$ cat config.mk
export PLATFORM = sky130hd
export DESIGN_NAME = hw_seq_ctrl
export DESIGN_NICKNAME = d
export VERILOG_FILES = /design/src/rtl/hw_seq_pkg.sv /design/src/rtl/hw_seq_counter.sv /design/src/rtl/hw_seq_decoder.sv /design/src/rtl/hw_seq_ctrl.sv
export SDC_FILE = /design/constraint.sdc
export NUM_CORES = 1
export LEC_CHECK = 0
export ABC_CLOCK_PERIOD_IN_PS = 1770
export BUFFER_PORTS_ARGS = -buffer_cell sky130_fd_sc_hd__buf_2
export CAP_MARGIN = 20
export CORE_UTILIZATION = 42
export DETAILED_ROUTE_END_ITERATION = 7
export PLACE_DENSITY = 0.72
export SETUP_SLACK_MARGIN = 0.5
export SLEW_MARGIN = 20
export SYNTH_ARGS = -nofsm -noshare
export SYNTH_HDL_FRONTEND = slang
export SYNTH_SLANG_ARGS = --single-unit
$ cat constraint.sdc
create_clock -name clk -period 1.77 [get_ports clk]
set_input_delay 0 -clock clk [delete_from_list [all_inputs] [get_ports clk]]
set_output_delay 0 -clock clk [all_outputs]
set_load 0.05 [all_outputs]
$ cat src/rtl/hw_seq_pkg.sv
package hw_seq_pkg;

    localparam logic [3:0] OP_ADD  = 4'h3;
    localparam logic [3:0] OP_SUBT = 4'h4;
    localparam logic [3:0] OP_CLR  = 4'hA;

    localparam logic [2:0] LOC_NONE = 3'd0;
    localparam logic [2:0] LOC_ADDR = 3'd1;
    localparam logic [2:0] LOC_DATA = 3'd3;
    localparam logic [2:0] LOC_INST = 3'd7;

    typedef enum logic [3:0] {
        ALU_NOP = 4'b0000,
        ALU_ADD = 4'b0001,
        ALU_SUB = 4'b0010,
        ALU_CLR = 4'b0100
    } alu_e;

    typedef struct packed {
        logic [2:0] rd;
        logic [2:0] wr;
        alu_e       alu;
        logic       clr;
    } ctl_word_t;

    localparam ctl_word_t CTL_IDLE = '{rd: LOC_NONE, wr: LOC_NONE, alu: ALU_NOP, clr: 1'b0};

    // Control word for one step of an instruction.
    function automatic ctl_word_t step_word(input logic [3:0] op, input logic [2:0] step);
        ctl_word_t w;
        w = CTL_IDLE;
        unique case (op)
            OP_ADD, OP_SUBT: begin
                case (step)
                    3'd0: begin w.rd = LOC_INST; w.wr = LOC_ADDR; end
                    3'd1: w.wr = LOC_DATA;
                    3'd2: w.alu = (op == OP_ADD) ? ALU_ADD : ALU_SUB;
                    default: w.clr = 1'b1;
                endcase
            end
            OP_CLR: begin
                if (step == 3'd0) w.alu = ALU_CLR;
                else              w.clr = 1'b1;
            end
            default: w.clr = 1'b1;
        endcase
        return w;
    endfunction

endpackage

$ cat src/rtl/hw_seq_counter.sv
module hw_seq_counter #(
    parameter int STEPS = 4,
    localparam int CW = $clog2(STEPS)
) (
    input  logic             clk,
    input  logic             rst,
    input  logic             start,
    input  logic             clr,
    input  logic [3:0]       opcode,
    output logic [CW-1:0]    step,
    output logic             active,
    output logic [3:0]       op_eff,
    output logic [STEPS-1:0] tstrobe
);
    logic [CW-1:0] cnt_q;
    logic [3:0]    op_q;
    logic          at_first;

    assign at_first = (cnt_q == '0);
    assign active   = !at_first || start;
    assign op_eff   = at_first ? opcode : op_q;
    assign step     = cnt_q;

    always_ff @(posedge clk) begin
        if (rst) begin
            cnt_q <= '0;
            op_q  <= '0;
        end else begin
            if (at_first && start) op_q <= opcode;
            if (clr)         cnt_q <= '0;
            else if (active) cnt_q <= cnt_q + 1'b1;
        end
    end

    always_comb begin
        tstrobe = '0;
        tstrobe[cnt_q] = 1'b1;
    end

    assert_strobe_onehot_R3: assert property (@(posedge clk) disable iff (rst)
        $onehot(tstrobe));
    assert_clear_returns_R8: assert property (@(posedge clk) disable iff (rst)
        clr |=> (cnt_q == '0));
    assert_idle_holds_R2: assert property (@(posedge clk) disable iff (rst)
        (at_first && !start) |=> (cnt_q == '0));
    assert_step_advance_R3: assert property (@(posedge clk) disable iff (rst)
        (active && !clr) |=> (cnt_q == $past(cnt_q) + 1'b1));
    assert_op_held_R10: assert property (@(posedge clk) disable iff (rst)
        (!at_first && ($past(cnt_q) != '0)) |-> $stable(op_q));
endmodule

$ cat src/rtl/hw_seq_decoder.sv
module hw_seq_decoder
    import hw_seq_pkg::*;
#(
    parameter int CW = 2
) (
    input  logic          clk,
    input  logic          rst,
    input  logic          active,
    input  logic [3:0]    op,
    input  logic [CW-1:0] step,
    output ctl_word_t     word
);
    logic [2:0] step3;

    generate
        if (CW >= 3) begin : g_wide
            assign step3 = step[2:0];
        end else begin : g_narrow
            assign step3 = {{(3-CW){1'b0}}, step};
        end
    endgenerate

    assign word = active ? step_word(op, step3) : CTL_IDLE;

    assert_alu_onehot_R9: assert property (@(posedge clk) disable iff (rst)
        $onehot0(word.alu) && !word.alu[3]);
    assert_idle_quiet_R2: assert property (@(posedge clk) disable iff (rst)
        !active |-> (word == CTL_IDLE));
endmodule

$ cat src/rtl/hw_seq_ctrl.sv
module hw_seq_ctrl
    import hw_seq_pkg::*;
#(
    parameter int STEPS = 4
) (
    input  logic             clk,
    input  logic             rst,
    input  logic [3:0]       opcode,
    input  logic             start,
    output logic [STEPS-1:0] tstrobe,
    output logic [2:0]       rd_sel,
    output logic [2:0]       wr_sel,
    output logic [3:0]       alu_sel,
    output logic             cnt_clr,
    output logic             done
);
    localparam int CW = $clog2(STEPS);

    logic [CW-1:0]    step;
    logic             active;
    logic [3:0]       op_eff;
    logic [STEPS-1:0] strobe_raw;
    ctl_word_t        word;

    hw_seq_counter #(.STEPS(STEPS)) u_cnt (
        .clk(clk), .rst(rst), .start(start), .clr(word.clr), .opcode(opcode),
        .step(step), .active(active), .op_eff(op_eff), .tstrobe(strobe_raw)
    );

    hw_seq_decoder #(.CW(CW)) u_dec (
        .clk(clk), .rst(rst), .active(active), .op(op_eff), .step(step), .word(word)
    );

    always_comb begin
        if (rst) begin
            tstrobe = '0;
            rd_sel  = '0;
            wr_sel  = '0;
            alu_sel = '0;
            cnt_clr = 1'b0;
            done    = 1'b0;
        end else begin
            tstrobe = strobe_raw;
            rd_sel  = word.rd;
            wr_sel  = word.wr;
            alu_sel = word.alu;
            cnt_clr = word.clr;
            done    = word.clr;
        end
    end

    initial begin
        assert_param_R11: assert (STEPS == 4 || STEPS == 8);
    end

    assert_done_pulse_R8: assert property (@(posedge clk) disable iff (rst)
        done |=> !done);
endmodule

* Yosys cells after proc, flatten, opt, wreduce, memory -nomap -nowiden
Index checks and enable logic that the tools add are counted.
** Storage, ports and cells
- Bits in registers :: 6
- Latch bits :: 0
- RAM bits :: 0
- Memory bits (read-only) :: 0
- Bits of input ports :: 7
- Output and inout port bits :: 16
- Memories :: 0
** Operators by class
- $add $sub $neg :: 1
- $mul :: 0
- Div/mod/pow operators :: 0
- Order comparisons :: 2
- Equal/unequal tests :: 5
- Shift operators :: 0
- Mux-type cells :: 19
- Bitwise logic cells :: 0
- Reduce and logical (&&, ||, !) cells :: 9
** Operators with widths (count)
- $mux 4 :: 4
- $mux 3 :: 4
- $mux 11 :: 1
- $pmux 4 s2 :: 1
- $mux 6 :: 1
- $eq 4x2->1 const B :: 1
- $eq 4x3->1 const B :: 1
- $eq 4x4->1 const B :: 1
- $mux 1 :: 4
- $pmux 2 s2 :: 1
- $reduce_or 2->1 :: 2
- $logic_not 3->1 :: 1
- $lt 2x3->1 const B :: 1
- $reduce_or 3->1 :: 1
- $add 2x1->2 const B :: 1
- $demux 1 s2 :: 1
- $eq 2x1->1 const B :: 1
- $eq 2x2->1 const B :: 1
- $ge 2x1->1 const B :: 1
- $logic_and 1x1->1 :: 2
- $logic_not 2->1 :: 1
- $mux 2 :: 1
- $pmux 1 s2 :: 1
- $logic_not 1->1 :: 1
- $logic_or 1x1->1 :: 1

* Longest topological paths before layout
- Word-level depth :: 8
- Mapped depth :: 8
- Mapped depth without buffers :: 6

* Cells and area by module
Synthesis repeated with hierarchy kept, for this count alone.
** Second synthesis, totals
- Cells, all modules :: 71
- Area total of the unflattened synthesis :: 630.6 µm²
** By module, submodules not included
- hw_seq_counter :: instances 1, cells an instance 35, area an instance 336.6 µm², seq. area each 120.1 µm²
- hw_seq_decoder :: instances 1, cells an instance 19, area an instance 153.9 µm², seq. area each 0.0 µm²
- hw_seq_ctrl :: instances 1, cells an instance 17, area an instance 140.1 µm², seq. area each 0.0 µm²

* Worst setup path after synthesis
Ideal clock, no wire load.
- Path kind :: register -> output
- Start point :: register u_cnt.cnt_q[0] (netlist: u_cnt.step[0])
- End point :: output port done
- Data arrival time :: 2.952 ns
- Slack :: -1.182 ns
- Stages on the path, launching flop included :: 9
- Buffers on the path :: 2
- Cell sequence :: dfxtp_1 -> inv_1 -> ha_1 -> buf_6 -> mux2_4 -> o21ai_2 -> a21oi_1 -> a221oi_1 -> buf_4
** On the way
- Longest elaborated chain between the ends :: 7
- Elaborated cells between the ends (all ways) :: 17
- Classes of those cells :: 5 x eq/ne; 6 x mux; 6 x reduce/logical
** RTL lines
- from (decl) :: RTL line hw_seq_counter.sv:15 : logic [CW-1:0] cnt_q;
- from (signal assigned) :: RTL line hw_seq_counter.sv:31 : else if (active) cnt_q <= cnt_q + 1'b1;
- $logic_not 2->1 :: RTL line hw_seq_counter.sv:19 : assign at_first = (cnt_q == '0);
- $mux 4 :: RTL line hw_seq_counter.sv:21 : assign op_eff = at_first ? opcode : op_q;
- $eq 4x3->1 / $eq 4x2->1 (equally long branches) :: RTL line hw_seq_pkg.sv:32 : unique case (op)
- $reduce_or 2->1 :: RTL line hw_seq_pkg.sv:32
- $pmux 1 s2 :: RTL line hw_seq_pkg.sv:32
- $mux 11 * :: RTL line hw_seq_decoder.sv:23 : assign word = active ? step_word(op, step3) : CTL_IDLE;
- $mux 1 *
- to (decl) :: RTL line hw_seq_ctrl.sv:15 : output logic done
Every way passes the cells marked *; elsewhere a longest branch is shown, timed or not.

* Worst setup path in the final report
- Start point :: register u_cnt.cnt_q[1] (netlist: u_cnt.step[1])
- End point :: output port wr_sel[1]
** On the way
- Longest elaborated chain between the ends :: 7
- Elaborated cells between the ends (all ways) :: 13
- Classes of those cells :: 3 x eq/ne; 5 x mux; 5 x reduce/logical
** RTL lines
- $logic_not 2->1 :: RTL line hw_seq_counter.sv:19
- $mux 4 :: RTL line hw_seq_counter.sv:21
- $eq 4x3->1 / $eq 4x2->1 (equally long branches) :: RTL line hw_seq_pkg.sv:32
- $reduce_or 2->1 :: RTL line hw_seq_pkg.sv:32
- $mux 6 :: RTL line hw_seq_pkg.sv:32
- $mux 11 * :: RTL line hw_seq_decoder.sv:23
- $mux 3 * :: RTL line hw_seq_ctrl.sv:35 : if (rst) begin
- to (decl) :: RTL line hw_seq_ctrl.sv:12 : output logic [2:0] wr_sel,
Marked as above.

==> impl_metrics.ini <==
[timing]
clock-skew-final_ns = 0.01009
max_freq_mhz = 495.6
final-max-slew-violation-count = 0
setup_viol = 11
timing.hold.ws_ns = 0.06459
period_minus_slack_ns = 2.018
final.setup.worst_slack_ns = -0.2478
finalCritPeriodShare_pct = 114.0
hold_violations = 0
rsz0062_at_grt = yes

[hold_path]
worstHoldPathType = in -> reg

[grt]
use_met3_pct = 7.222
use_met1_pct = 33.33
busiest_layer = met2
globalRoute.totalOverflow = 0
grtUsageTotal_pct = 30.39
grt_start_max_net_pins = 12
grt_pass1_wl_mm = 3.187
met2_usage_pct = 51.59
grt_pass1_vias = 653
antenna_found_initial = 0

[synthesis]
async_reset_ff_share_pct = 0
yosysWarnings = 0
yosysSeqAreaShare_pct = 19.20
synth.avg_cell_area_um2 = 7.723
yosys.cell_types.count = 32
yosysTopAreaCellShare_pct = 19.20
synth-edff-count = 0
synth_area_leaders = dfxtp_1 (19%), ha_1 (10%), buf_4 (6.0%)
syn_inst = 81
ys_seq_elements = 6
syn-cell-area_um2 = 625.6
synthFlopType = dfxtp_1
synth_area_leader_cell = dfxtp_1

[routing]
viasPerCell = 6.292
antenna_left = 0
drc = 0
drt_first_pass_iters = 4
dr_total_vias = 862
drt-total-wl_mm = 2.954
wl_per_cell_um = 21.56
drtIter0Drc = 31

[placement]
port_buffers = 20
dp_worst_setup_slack_ns = 0.007582
placed_area_um2 = 847.1
place.gp.congestion = 0.7996
dpl.hpwl_mm = 1.156

[worst_setup_path]
critical_path_class = reg -> out
cp-start-kind = register
worstPathRequired_ns = 1.77
cp-end-kind = output port
path_max_fanout = 8
crit_arrival_ns = 2.02

[final_layout]
final_cell_mix = buf_4 (19), buf_6 (13), nand2_1 (7), buf_8 (7)
fillers = 44
fin_nets = 135
antenna_cells = 0
drive_gt1_share_pct = 67.21
layout_commonest_cell = buf_4
fin_area_um2 = 1250
area_delta_synth_final_pct = 99.80
utilization_pct = 92.59

[die]
die_w_um = 40.60
fp.coreArea_um2 = 1350
num_rows = 13
design.die.area_um2 = 1648
start_util_pct = 46.34
ios = 23
die_y_um = 40.60

[status]
status = finished, violations left
failed_checks = setup timing

[clock_tree]
cts_buffer_depth = 2
cts_root_buffer = clkbuf_4
path_clk_slew_ns = 0.05
tritoncts = done
clkLatencyLatePin_ns = 0.24
ctsHtreeMaxLevel = 1
cts_buffers = 3
cts.sinks = 6

[power_and_ir_drop]
power_density_nw_per_um2 = 425.2
vdd.ir_drop.worst_mv = 0.4296
p_leak_nw = 0.5101

[run]
maxCapViolations = 0
-- sequential cells by signal, summed over array words and instances (netlist names) --
signal and flops:
u_cnt.step 2, u_cnt.op_q 4
-- critical path, cell delays in order (launching register included) --
cell and delay, ns:
dfxtp_2 0.35, inv_2 0.06, ha_4 0.21, nor4b_4 0.32
a31oi_4 0.09, a21o_4 0.25, nor4b_4 0.28, buf_6 0.21
-- layer usage --
| layer | vias to the layer above | wire [µm] |
|---|---|---|
| met2 | 71 | 1469 |
| met5 | - | 0 |
| li1 | 358 | - |
| met4 | 0 | 112 |
| met1 | 414 | 1066 |
| met3 | 19 | 305 |
-- final timing paths --
| path | startpoint | endpoint | slack [ns] | depth (start not counted) |
|---|---|---|---|---|
| setup reg to reg | u_cnt.step[0] | u_cnt.step[0] | -0.21 | 9 |
| setup / recovery | u_cnt.step[1] | wr_sel[1] | -0.25 | 7 |
| hold reg to reg | u_cnt.op_q[2] | u_cnt.op_q[2] | 0.54 | 2 |
| hold / removal | opcode[2] | u_cnt.op_q[2] | 0.06 | 3 |
-- through the flow --
| stage | TNS (ns) | cells | power (mW) |
|---|---|---|---|
| global placement | 0 | 116 | 0.3195 |
| floorplan | -0.6815 | 82 | 0.2919 |
| detailed placement | 0 | 116 | 0.3206 |
| global route | -2.020 | 137 | 0.5492 |
| finish | -1.704 | 137 | 0.5314 |
| CTS | -0.3290 | 129 | 0.4998 |
-- timing repair --
action / CTS / global route
setup buffers: 9 / 8
endpoints found under the setup margin: 15 / 20
hold endpoints to repair: 0 / 0
hold buffers: 0 / 0
gates cloned: 0 / 0
pin swaps: 12 / 10
resized for setup: 49 / 15
-- report_power, final --
group | leakage [nW] | switching (mW) | internal [mW]
clock | 0.0150 | 0.0488 | 0.0853
sequential | 0.0504 | 0.0112 | 0.142
combinational | 0.445 | 0.143 | 0.101
-- cell usage after synthesis, types with 2 or more instances --
master and count:
mux2_4 2, nor3_1 2, nand2_1 8, ha_1 5
buf_4 5, nor4b_2 2, nor2b_1 5, a21oi_1 6
inv_1 3, nand3_1 6, o21ai_0 2, dfxtp_1 6
o21ai_1 2, clkbuf_1 2, nor2_1 7, nand3b_1 2
-- cell families (layout without fill, tap and decap cells) --
family	count (synthesis)	after routing	synth area share (%)
buf+inv	12	52	11.60
fa+ha+maj	5	5	10.00
mux	2	2	4.800
simple gates	39	39	37.80
other cells	1	2	0.5994
compound gates	16	16	16.00
flops	6	6	19.20
-- area by class of cell --
type | instances | area (µm²) | share of cell area, %
multi-input cells | 64 | 641.9 | 51.35
repair buffers | 45 | 424.2 | 33.93
flip-flops and latches | 6 | 125.1 | 10.01
clock buffers | 4 | 26.28 | 2.102
well taps | 15 | 18.77 | 1.502
inverters | 3 | 13.76 | 1.101
Note: power is estimated with default switching activity, not from simulation.
